**src/rtl/disp_tg_pkg.sv**
```systemverilog
`timescale 1ns/1ps
// Shared register indices and field positions for the display timing engine.
package disp_tg_pkg;
    typedef enum logic [3:0] {
        RA_HTIME  = 4'd0,   // [15:0] line length, [31:16] hsync width
        RA_FLEN   = 4'd1,   // frame length in pixel clocks
        RA_VSLEN  = 4'd2,   // vsync length in pixel clocks
        RA_HWIN   = 4'd3,   // [15:0] first active pixel, [31:16] last
        RA_VFIRST = 4'd4,   // first active frame position
        RA_VLAST  = 4'd5,   // last active frame position
        RA_BORDER = 4'd6,
        RA_UFLOW  = 4'd7,
        RA_POLAR  = 4'd8,
        RA_ENABLE = 4'd9,
        RA_FOLLOW = 4'd10
    } reg_addr_e;

    localparam int POL_H_BIT = 0;
    localparam int POL_V_BIT = 1;
    localparam int HI_FIELD  = 16;
endpackage

```
**src/rtl/disp_tg_regs.sv**
```systemverilog
`timescale 1ns/1ps
// Register file of the timing engine: shadow copies written from the
// write port, and a working set copied from them when load is high.
// Assumes HW <= 16 and FW, CW <= 32.
module disp_tg_regs #(
    parameter int HW = 16,
    parameter int FW = 24,
    parameter int CW = 24
) (
    input  logic          clk,
    input  logic          rst_n,
    input  logic          wr_en,
    input  logic [3:0]    wr_addr,
    input  logic [31:0]   wr_data,
    input  logic          load,
    output logic [HW-1:0] act_hper,
    output logic [HW-1:0] act_hpw,
    output logic [HW-1:0] act_hfirst,
    output logic [HW-1:0] act_hlast,
    output logic [FW-1:0] act_vper,
    output logic [FW-1:0] act_vlen,
    output logic [FW-1:0] act_vfirst,
    output logic [FW-1:0] act_vlast,
    output logic [CW-1:0] act_border,
    output logic [CW-1:0] act_uflow,
    output logic          act_hpol,
    output logic          act_vpol,
    output logic          en_req_o,
    output logic          follow_o
);
    import disp_tg_pkg::*;

    logic [HW-1:0] sh_hper, sh_hpw, sh_hfirst, sh_hlast;
    logic [FW-1:0] sh_vper, sh_vlen, sh_vfirst, sh_vlast;
    logic [CW-1:0] sh_border, sh_uflow;
    logic          sh_hpol, sh_vpol;

    // Decode the write port into the shadow registers.
    always_ff @(posedge clk) begin
        if (!rst_n) begin
            sh_hper   <= '0;
            sh_hpw    <= '0;
            sh_hfirst <= '0;
            sh_hlast  <= '0;
            sh_vper   <= '0;
            sh_vlen   <= '0;
            sh_vfirst <= '0;
            sh_vlast  <= '0;
            sh_border <= '0;
            sh_uflow  <= '0;
            sh_hpol   <= 1'b0;
            sh_vpol   <= 1'b0;
            en_req_o  <= 1'b0;
            follow_o  <= 1'b0;
        end else if (wr_en) begin
            case (reg_addr_e'(wr_addr))
                RA_HTIME: begin
                    sh_hper <= wr_data[HW-1:0];
                    sh_hpw  <= wr_data[HI_FIELD +: HW];
                end
                RA_FLEN:   sh_vper   <= wr_data[FW-1:0];
                RA_VSLEN:  sh_vlen   <= wr_data[FW-1:0];
                RA_HWIN: begin
                    sh_hfirst <= wr_data[HW-1:0];
                    sh_hlast  <= wr_data[HI_FIELD +: HW];
                end
                RA_VFIRST: sh_vfirst <= wr_data[FW-1:0];
                RA_VLAST:  sh_vlast  <= wr_data[FW-1:0];
                RA_BORDER: sh_border <= wr_data[CW-1:0];
                RA_UFLOW:  sh_uflow  <= wr_data[CW-1:0];
                RA_POLAR: begin
                    sh_hpol <= wr_data[POL_H_BIT];
                    sh_vpol <= wr_data[POL_V_BIT];
                end
                RA_ENABLE: en_req_o <= wr_data[0];
                RA_FOLLOW: follow_o <= wr_data[0];
                default: ;
            endcase
        end
    end

    // Copy the shadow set into the working set at a frame start.
    always_ff @(posedge clk) begin
        if (!rst_n) begin
            act_hper   <= '0;
            act_hpw    <= '0;
            act_hfirst <= '0;
            act_hlast  <= '0;
            act_vper   <= '0;
            act_vlen   <= '0;
            act_vfirst <= '0;
            act_vlast  <= '0;
            act_border <= '0;
            act_uflow  <= '0;
            act_hpol   <= 1'b0;
            act_vpol   <= 1'b0;
        end else if (load) begin
            act_hper   <= sh_hper;
            act_hpw    <= sh_hpw;
            act_hfirst <= sh_hfirst;
            act_hlast  <= sh_hlast;
            act_vper   <= sh_vper;
            act_vlen   <= sh_vlen;
            act_vfirst <= sh_vfirst;
            act_vlast  <= sh_vlast;
            act_border <= sh_border;
            act_uflow  <= sh_uflow;
            act_hpol   <= sh_hpol;
            act_vpol   <= sh_vpol;
        end
    end

    // the working set changes only on a load from the sequencer.
    a_r9_hold_between_loads: assert property (@(posedge clk) disable iff (!rst_n)
        !load |=> ($stable(act_hper) && $stable(act_vper) && $stable(act_border)
                   && $stable(act_hpol) && $stable(act_vpol)));
endmodule

```
**src/rtl/disp_tg_seq.sv**
```systemverilog
`timescale 1ns/1ps
// Sequencer: the run flag, the line position counter and the frame-linear
// position counter. Enable changes (go) are sampled only while idle or on
// the last position of a frame. Assumes the frame length is a multiple of
// the line length.
module disp_tg_seq #(
    parameter int HW = 16,
    parameter int FW = 24
) (
    input  logic          clk,
    input  logic          rst_n,
    input  logic          go,
    input  logic [HW-1:0] hper,
    input  logic [FW-1:0] vper,
    output logic          running_o,
    output logic [HW-1:0] h_pos_o,
    output logic [FW-1:0] f_pos_o,
    output logic          load_o
);
    localparam logic [HW-1:0] H_ONE = HW'(1);
    localparam logic [FW-1:0] F_ONE = FW'(1);

    logic line_end, frame_end, boundary;

    // Detect the end of a line, the end of a frame and the frame boundary.
    always_comb begin
        line_end  = (h_pos_o == hper - H_ONE);
        frame_end = (f_pos_o == vper - F_ONE);
        boundary  = !running_o || frame_end;
        load_o    = boundary && go;
    end

    // Advance both position counters and apply go at a boundary.
    always_ff @(posedge clk) begin
        if (!rst_n) begin
            running_o <= 1'b0;
            h_pos_o   <= '0;
            f_pos_o   <= '0;
        end else if (boundary) begin
            running_o <= go;
            h_pos_o   <= '0;
            f_pos_o   <= '0;
        end else begin
            f_pos_o <= f_pos_o + F_ONE;
            h_pos_o <= line_end ? '0 : h_pos_o + H_ONE;
        end
    end

    // the engine only leaves the running state after a frame's last position.
    a_r7_stop_at_frame_end: assert property (@(posedge clk) disable iff (!rst_n)
        $fell(running_o) |-> $past(f_pos_o + F_ONE == vper));
    // a started frame begins at position zero on both counters.
    a_r8_start_at_origin: assert property (@(posedge clk) disable iff (!rst_n)
        $rose(running_o) |-> (f_pos_o == '0 && h_pos_o == '0));
    // the line position stays below the line length.
    a_r2_line_in_range: assert property (@(posedge clk) disable iff (!rst_n)
        (running_o && hper != '0) |-> (h_pos_o < hper));
    // the frame position stays below the frame length.
    a_r3_frame_in_range: assert property (@(posedge clk) disable iff (!rst_n)
        (running_o && vper != '0) |-> (f_pos_o < vper));
endmodule

```
**src/rtl/disp_tg_out.sv**
```systemverilog
`timescale 1ns/1ps
// Output decode: sync pulses with polarity, the active window and the colour
// choice between pixel, underflow and border. Purely combinational from the
// sequencer state and the working register set.
module disp_tg_out #(
    parameter int HW = 16,
    parameter int FW = 24,
    parameter int CW = 24
) (
    input  logic          running,
    input  logic [HW-1:0] h_pos,
    input  logic [FW-1:0] f_pos,
    input  logic [HW-1:0] hpw,
    input  logic [HW-1:0] hfirst,
    input  logic [HW-1:0] hlast,
    input  logic [FW-1:0] vlen,
    input  logic [FW-1:0] vfirst,
    input  logic [FW-1:0] vlast,
    input  logic [CW-1:0] border,
    input  logic [CW-1:0] uflow,
    input  logic          hpol,
    input  logic          vpol,
    input  logic          pix_valid,
    input  logic [CW-1:0] pix_data,
    output logic          hsync,
    output logic          vsync,
    output logic          de,
    output logic          pix_req,
    output logic [CW-1:0] rgb,
    output logic          frame_start,
    output logic          line_start
);
    logic in_h, in_v;

    // Decode the window and the syncs from the two positions.
    always_comb begin
        in_h        = (h_pos >= hfirst) && (h_pos <= hlast);
        in_v        = (f_pos >= vfirst) && (f_pos <= vlast);
        de          = running && in_h && in_v;
        pix_req     = de;
        hsync       = (running && (h_pos < hpw)) ^ hpol;
        vsync       = (running && (f_pos < vlen)) ^ vpol;
        frame_start = running && (f_pos == '0);
        line_start  = running && (h_pos == '0);
    end

    // Choose the output colour.
    always_comb begin
        if (!de)            rgb = border;
        else if (pix_valid) rgb = pix_data;
        else                rgb = uflow;
    end
endmodule

```
**src/rtl/disp_timing_engine.sv**
```systemverilog
`timescale 1ns/1ps
// Display timing engine top: register file, sequencer and output decode.
// In follower mode the run request comes from master_en_i instead of the
// stored enable bit; sync_en_o exports that bit for a follower engine.
module disp_timing_engine #(
    parameter int HW = 16,
    parameter int FW = 24,
    parameter int CW = 24
) (
    input  logic          clk,
    input  logic          rst_n,
    input  logic          wr_en,
    input  logic [3:0]    wr_addr,
    input  logic [31:0]   wr_data,
    input  logic          master_en_i,
    input  logic          pix_valid_i,
    input  logic [CW-1:0] pix_data_i,
    output logic          pix_req_o,
    output logic          hsync_o,
    output logic          vsync_o,
    output logic          de_o,
    output logic [CW-1:0] rgb_o,
    output logic          frame_start_o,
    output logic          line_start_o,
    output logic          sync_en_o
);
    logic [HW-1:0] act_hper, act_hpw, act_hfirst, act_hlast;
    logic [FW-1:0] act_vper, act_vlen, act_vfirst, act_vlast;
    logic [CW-1:0] act_border, act_uflow;
    logic          act_hpol, act_vpol, en_req, follow, go, load, running;
    logic [HW-1:0] h_pos;
    logic [FW-1:0] f_pos;

    // Pick the run request source.
    always_comb begin
        go        = follow ? master_en_i : en_req;
        sync_en_o = en_req;
    end

    disp_tg_regs #(.HW(HW), .FW(FW), .CW(CW)) regs_i (
        .clk(clk), .rst_n(rst_n), .wr_en(wr_en), .wr_addr(wr_addr),
        .wr_data(wr_data), .load(load),
        .act_hper(act_hper), .act_hpw(act_hpw), .act_hfirst(act_hfirst),
        .act_hlast(act_hlast), .act_vper(act_vper), .act_vlen(act_vlen),
        .act_vfirst(act_vfirst), .act_vlast(act_vlast),
        .act_border(act_border), .act_uflow(act_uflow),
        .act_hpol(act_hpol), .act_vpol(act_vpol),
        .en_req_o(en_req), .follow_o(follow)
    );

    disp_tg_seq #(.HW(HW), .FW(FW)) seq_i (
        .clk(clk), .rst_n(rst_n), .go(go), .hper(act_hper), .vper(act_vper),
        .running_o(running), .h_pos_o(h_pos), .f_pos_o(f_pos), .load_o(load)
    );

    disp_tg_out #(.HW(HW), .FW(FW), .CW(CW)) out_i (
        .running(running), .h_pos(h_pos), .f_pos(f_pos),
        .hpw(act_hpw), .hfirst(act_hfirst), .hlast(act_hlast),
        .vlen(act_vlen), .vfirst(act_vfirst), .vlast(act_vlast),
        .border(act_border), .uflow(act_uflow),
        .hpol(act_hpol), .vpol(act_vpol),
        .pix_valid(pix_valid_i), .pix_data(pix_data_i),
        .hsync(hsync_o), .vsync(vsync_o), .de(de_o), .pix_req(pix_req_o),
        .rgb(rgb_o), .frame_start(frame_start_o), .line_start(line_start_o)
    );

    // every frame start is also a line start.
    a_r3_frame_on_line: assert property (@(posedge clk) disable iff (!rst_n)
        frame_start_o |-> line_start_o);
    // an idle engine holds both syncs at their inactive level, no window.
    a_r6_idle_levels: assert property (@(posedge clk) disable iff (!rst_n)
        !running |-> (hsync_o == act_hpol && vsync_o == act_vpol && !de_o && !pix_req_o));
    // a start needs the selected run request in the previous cycle.
    a_r10_start_needs_go: assert property (@(posedge clk) disable iff (!rst_n)
        $rose(running) |-> $past(follow ? master_en_i : en_req));
    // the colour is the border whenever data-enable is low.
    a_r5_border_outside: assert property (@(posedge clk) disable iff (!rst_n)
        !de_o |-> (rgb_o == act_border));
endmodule

```
**config.mk**
```make
export PLATFORM = sky130hd
export DESIGN_NAME = disp_timing_engine
export DESIGN_NICKNAME = d
export VERILOG_FILES = /design/src/rtl/disp_tg_pkg.sv /design/src/rtl/disp_tg_regs.sv /design/src/rtl/disp_tg_seq.sv /design/src/rtl/disp_tg_out.sv /design/src/rtl/disp_timing_engine.sv
export SDC_FILE = /design/constraint.sdc
export NUM_CORES = 1
export LEC_CHECK = 0
export BUFFER_PORTS_ARGS = -buffer_cell sky130_fd_sc_hd__buf_2
export CORE_MARGIN = 2
export CORE_UTILIZATION = 61
export DETAILED_ROUTE_END_ITERATION = 8
export PLACE_DENSITY = 0.82
export SLEW_MARGIN = 20
export SYNTH_ARGS = -nofsm -noshare
export SYNTH_HDL_FRONTEND = slang
export SYNTH_SLANG_ARGS = --single-unit
export TNS_END_PERCENT = 1
```
**constraint.sdc**
```tcl
create_clock -name clk -period 4.05 [get_ports clk]
set_input_delay 0.81 -clock clk [delete_from_list [all_inputs] [get_ports clk]]
set_output_delay 0.81 -clock clk [all_outputs]
set_load 0.01 [all_outputs]
```
==> results of run 1 <==
==> layer usage <==
layer | global-route usage | wire (µm)
met3 | 0.06172 | 5431
met1 | 0.4380 | 27300
met4 | 0.1310 | 2506
met2 | 0.4907 | 28100
met5 | 0 | 27
==> cell type report <==
cell class	count	area (µm²)
multi-input cells	1964	12540
clock inverters	13	230.2
flip-flops and latches	463	9304
diodes	2	5.005
fillers	2908	11610
well taps	511	639.4
clock buffers	74	1460
inverters	132	495.5
repair buffers	152	1204
==> power breakdown <==
part	leakage, nW	switching (W)	internal [W]
registers	3.74	0.0000164	0.00458
clock network	0.830	0.00191	0.00281
logic	4.60	0.000281	0.000131
total	9.17	0.00221	0.00752
==> stage by stage <==
| step | TNS [ps] | total power, W | std cells |
|---|---|---|---|
| after global placement | 0 | 0.005080 | 3216 |
| final | -2897 | 0.009726 | 3311 |
| after floorplan | 0 | 0.004960 | 2737 |
| after detailed placement | 0 | 0.005089 | 3216 |
| after CTS | -2886 | 0.009723 | 3305 |
| after global routing | -4774 | 0.009965 | 3310 |
==> registers in the layout, summed over array words and instances, names as in the netlist, 16 cells and up <==
signal / count
regs_i.act_border: 24
regs_i.sh_uflow: 24
regs_i.sh_hpw: 16
regs_i.sh_vlen: 24
seq_i.h_pos_o: 16
regs_i.sh_hfirst: 16
regs_i.act_hlast: 16
regs_i.sh_vlast: 24
regs_i.act_vlen: 24
regs_i.act_uflow: 24
regs_i.sh_border: 24
regs_i.act_vlast: 24
seq_i.f_pos_o: 24
regs_i.sh_vfirst: 24
regs_i.act_hfirst: 16
regs_i.sh_hper: 16
regs_i.act_vper: 24
regs_i.act_vfirst: 24
regs_i.sh_vper: 24
regs_i.sh_hlast: 16
regs_i.act_hper: 16
regs_i.act_hpw: 16
==> cells by family after synthesis <==
| group | count (synthesis) |
|---|---|
| AOI/OAI and AO/OA | 360 |
| muxes | 263 |
| buffers and inverters | 310 |
| xor gates and xnor gates | 80 |
| DFF | 463 |
| and+or+nand+nor | 1137 |
| adders and majority gates | 124 |
==> worst min-delay path, delay by kind of cell, from the launching register on <==
kind             cells  cell delay (ps)
DFF                  1              310
muxes                1               60
and+or+nand+nor      1               50
==> cells in the final DEF (no fill, tap or decap), types with 30 or more instances in the layout <==
cell type	synthesis	final
clkbuf_16	0	51
nor2_1	85	84
nand2_1	881	881
a21oi_1	32	30
mux2_2	48	47
mux2i_1	215	215
buf_2	4	82
inv_1	132	131
xor2_1	36	36
dfxtp_1	463	443
xnor2_1	44	44
a21boi_0	213	212
ha_1	124	115
buf_4	2	38
==> worst max-delay path by stage <==
stage / cells after the start / endpoint / slack [ps]
detailed placement: 10 / rgb_o[22] / 220
global route: 12 / rgb_o[20] / -210
finish: 11 / rgb_o[21] / -140
floorplan: 11 / rgb_o[14] / 360
CTS: 13 / rgb_o[14] / -140
global placement: 10 / rgb_o[19] / 300
==> what timing repair did <==
item | 4_1_cts | 5_1_grt
cloned | 1 | 2
resized for setup | 43 | 34
endpoints found under the setup margin | 27 | 27
hold buffers | 0 | 0
buffers inserted | 1 | 4
pin swaps | 5 | 17
endpoints found under the hold margin | 0 | 0
==> run metrics, run 1 <==
Detailed Routing Iterations Pass 1 6; synthesized cell area 0.02313 mm²; initial antenna violation count 4; per-cell routed wire length 19.14 µm; Synth top cells by count nand2_1 (881), dfxtp_1 (463), mux2i_1 (215), a21boi_0 (213), inv_1 (132); crit-path max cell delay 410 ps; peak supply drop 0.0003753 V; Seq/Total Area, Yosys 0.4008; CTS clk-pin slew, worst paths 60 ps; most frequent cell after synthesis nand2_1; root buffer cell clkbuf_16; maximum root-to-sink buffer count 3; post-synthesis simple-gate area fraction 0.2063; CP required 3240 ps; max_slew headroom 0.2566; critical path's slowest cell dfxtp_4; post-synthesis async set-or-reset flop share 0; Cell Area, Placed 0.02373 mm²; CTS tree yes; port bufs 95; Hold EP regs_i.act_hfirst[12]; GRT Total Usage 0.3184; Die X-Extent 198.7 µm; Data arrival, critical path 3380 ps; delay-heaviest family, CP compound AO/OA/AOI/OAI gates; fraction of layout cells with a size suffix above 1 0.1219; top cell type's share of synthesized area 0.4008; Seq cells post-synth 463; RSZ-0062 raised after global routing yes; Pwr Density 375.9 mW/mm²; initial DRC count 1628; Crit Path Max Fanout 9; worst skew pair latency 610 ps; violated checks setup timing; maxcap violations 0; Place WS 217.7 ps; final slew viol count 0; crit path cell chain ha_4 > a21o_1 > a21o_1 > a211oi_4 > o21ai_1 > a21o_1 > nor4b_4 > buf_12 > clkbuf_16 > mux2_2 > buf_2; Layout Area Growth over Synthesis 11.89%; worst hold start regs_i.sh_hfirst[12]; crit path from seq_i.h_pos_o[13]; die area 0.03949 mm²; Initial Util 0.6169; origin of the critical flop-to-flop path regs_i.act_vper[8]; Layout Skew 32.82 ps; IO Pins 96; first-pass GRT wire length 98.27 mm; yosys warns 0; outcome finished, violations left; total number of vias 19120; final worst-path cycle share 1.035; Hold Fails Final Rpt 0; Register-to-Register Path Depth 10; flop-to-flop setup slack 610 ps; cell count after synthesis 2737; Avg Synthesized Cell Area 8.450 µm²; Num Clock Sinks 463; total grt overflow 0; compound-cell area share of the yosys netlist 0.1120; vias in the first global route 18190; crit start category flop; WP buf/inv 3; number of H-tree levels 2; Worst-Margin Slew 1112 ps; mux share of post-synthesis cell area 0.1164; CTS buffer count 48; Util after Layout 0.6902; r2r endpoint regs_i.act_vfirst[14]; Most used DFF post-synth dfxtp_1; FP Rows 71; crit path kind reg2out; largest family of logic cells by synthesized area simple AND/OR/NAND/NOR gates; Fmax achieved 0.2387 GHz; most frequent cell on the critical path a21o_1; DP Wirelength 40.60 mm; Pleak 9.173 nW; Area contributors post-synth dfxtp_1 (40%), nand2_1 (14%), mux2i_1 (9.3%), a21boi_0 (6.9%), ha_1 (6.7%); Post-DRT Antenna Nets 0; library cells used by synthesis 75; Post-Route WL 63.37 mm; largest net degree at the start of global routing 139; crit path capture type output pin; final setup fails 24; die height 198.7 µm; Via density 5.773; post-route minimum period 4190 ps; Tightest Hold Check Type reg2reg; Net count, final 2950; post-synth top area cell dfxtp_1; post-synthesis xor/xnor area fraction 0.03030; Final GP Congestion 0.9485; number of synthesized flops with an enable pin 0; Final Cell Area 0.02588 mm²; Hold Crit Depth 2; fin worst setup slack -139.8 ps; hold_ws 445.0 ps; Syn Nets 2926; Adder-Cell Fraction of Synth Area 0.06709; DRC violations left 0; core area 0.03749 mm²
(Power assumes the default switching activity.)
==> run 2, diff against run 1 <==
--- a/config.mk
+++ b/config.mk
@@ -9,7 +9,7 @@
 export CORE_MARGIN = 2
 export CORE_UTILIZATION = 61
 export DETAILED_ROUTE_END_ITERATION = 8
-export PLACE_DENSITY = 0.82
+export PLACE_DENSITY = 0.76
 export SLEW_MARGIN = 20
 export SYNTH_ARGS = -nofsm -noshare
 export SYNTH_HDL_FRONTEND = slang
==> run 2 against run 1 <==
Compared with the run above: core utilization fell by 1.3 points; the flow still finishes with violations (setup timing); clock skew fell by 14 ps; global-route usage fell by 1.0 points; largest power group is now sequential cells; highest routed layer unchanged.
==> run metrics, run 2 (same netlist as run 1, synthesis figures left out) <==
outcome finished, violations left; violated checks setup timing; final slew viol count 0; first-pass GRT wire length 94.60 mm; most frequent cell on the critical path a21oi_1; largest net degree at the start of global routing 193; Fmax achieved 0.2424 GHz; WP buf/inv 2; Post-Route WL 60.53 mm; most frequent cells in the layout nand2_1 (881), dfxtp_1 (448), mux2i_1 (215); initial antenna violation count 3; root buffer cell clkbuf_16; total number of vias 18430; crit path capture type output pin; core area 0.03749 mm²; number of H-tree levels 2; Num Clock Sinks 463; die area 0.03949 mm²; peak supply drop 0.0003805 V; CP required 3240 ps; Data arrival, critical path 3320 ps; per-cell routed wire length 18.35 µm; Util after Layout 0.6775; final worst-path cycle share 1.019; fin worst setup slack -76.16 ps; FP Rows 71; crit path cell chain ha_1 > a21oi_1 > a21oi_1 > a211oi_2 > o21ai_1 > a21o_1 > nor4b_4 > buf_12 > mux2_2 > buf_2; DP Wirelength 40.42 mm; CTS tree yes; sw power 0.002162 W; hold_ws 453.4 ps; Detailed Routing Iterations Pass 1 4; delay-heaviest family, CP compound AO/OA/AOI/OAI gates; port bufs 95; crit start category flop; Sw Share 0.2316; fraction of layout cells with a size suffix above 1 0.1155; Pwr Density 367.5 mW/mm²; maxcap violations 0; crit-path max cell delay 420 ps; total grt overflow 0; Final Power 0.009334 W; Via density 5.586; Clk network pwr share 0.465; Setup TNS Final -1410 ps; Layout Area Growth over Synthesis 9.819%; Die X-Extent 198.7 µm; worst skew pair latency 590 ps; vias in the first global route 17430; crit path kind reg2out; max_slew headroom 0.2638; RSZ-0062 raised after global routing yes; critical path's slowest cell dfxtp_2; initial DRC count 1219; GRT Total Usage 0.3084; Reg power frac 0.492; P_int 0.007173 W; Crit Path Max Fanout 26; Post-DRT Antenna Nets 0; Hold Fails Final Rpt 0; Tightest Hold Check Type reg2reg; CTS buffer count 47; IO Pins 96; Net count, final 2939; die height 198.7 µm; Worst-Margin Slew 1102 ps; post-route minimum period 4126 ps; DRC violations left 0; maximum root-to-sink buffer count 3; power share of the combinational group 0.043; Final GP Congestion 0.9193; Pleak 9.004 nW; Initial Util 0.6169; CTS clk-pin slew, worst paths 60 ps; commonest non-fill, non-tap cell in the layout nand2_1; Layout Skew 18.44 ps; final setup fails 24
[run 2: changes by cell type in the layout (fill, tap and decap cells not counted), moves of 3 or more]
cell,previous run,this run
ha_4,9,6
clkinvlp_4,0,5
ha_1,115,118
buf_6,16,1
bufinv_16,5,1
buf_2,82,94
clkbuf_1,11,8
clkbuf_16,51,47
buf_12,11,7
clkinv_2,5,8
dfxtp_1,443,448
dfxtp_2,16,12
[run 2: path summary, 6_finish.rpt]
check / from / endpoint / slack (ps) / cells after the start
setup reg to reg: regs_i.act_vper[0] / regs_i.act_uflow[2] / 590 / 12
hold reg to reg: regs_i.sh_vper[12] / regs_i.act_vper[12] / 450 / 2
setup / recovery: seq_i.h_pos_o[11] / rgb_o[21] / -80 / 10
hold / removal: regs_i.sh_vper[12] / regs_i.act_vper[12] / 450 / 2
[run 2: area by class of cell]
| type | count | area [µm²] |
|---|---|---|
| flip-flops and latches | 463 | 9295 |
| multi-input cells | 1964 | 12470 |
| well taps | 511 | 639.4 |
| inverters | 132 | 495.5 |
| diodes | 1 | 2.502 |
| repair buffers | 142 | 949.7 |
| clock buffers | 69 | 1399 |
| clock inverters | 17 | 145.1 |
| fillers | 3063 | 12090 |
[run 2: per-stage QoR]
stage	setup slack (ps)	cells	instance area (µm²)
4_1_cts	-87.13	3297	25290
6_report	-76.16	3299	25400
5_1_grt	-174.0	3298	25400
2_1_floorplan	355.3	2737	23130
3_3_place_gp	268.0	3211	23650
3_5_place_dp	196.7	3211	23650
[run 2: worst min-delay path: cells and delay by family (launching register included)]
| kind | cells | cell delay (ps) |
|---|---|---|
| and+or+nand+nor | 1 | 50 |
| DFF | 1 | 310 |
| muxes | 1 | 50 |
[run 2: routing by layer]
metal / global-route usage / routed length [µm]
met1: 0.4461 / 28520
met3: 0.04595 / 4045
met2: 0.4659 / 25960
met5: 0 / 12
met4: 0.1128 / 1992
[run 2: power groups by stage]
| stage | registers (W) | logic, W | clock network [W] |
|---|---|---|---|
| 2_1_floorplan | 0.00469 | 0.000266 | 0 |
| 3_3_place_gp | 0.00470 | 0.000382 | 0 |
| 3_5_place_dp | 0.00470 | 0.000389 | 0 |
| 4_1_cts | 0.00460 | 0.000391 | 0.00439 |
| 5_1_grt | 0.00460 | 0.000425 | 0.00458 |
| 6_report | 0.00460 | 0.000402 | 0.00434 |
[run 2: what timing repair did]
item	4_1_cts	5_1_grt
hold endpoints to repair	0	0
pin swaps	6	3
buffers inserted	0	0
resized for setup	29	13
endpoints found under the setup margin	26	25
hold buffers	0	0
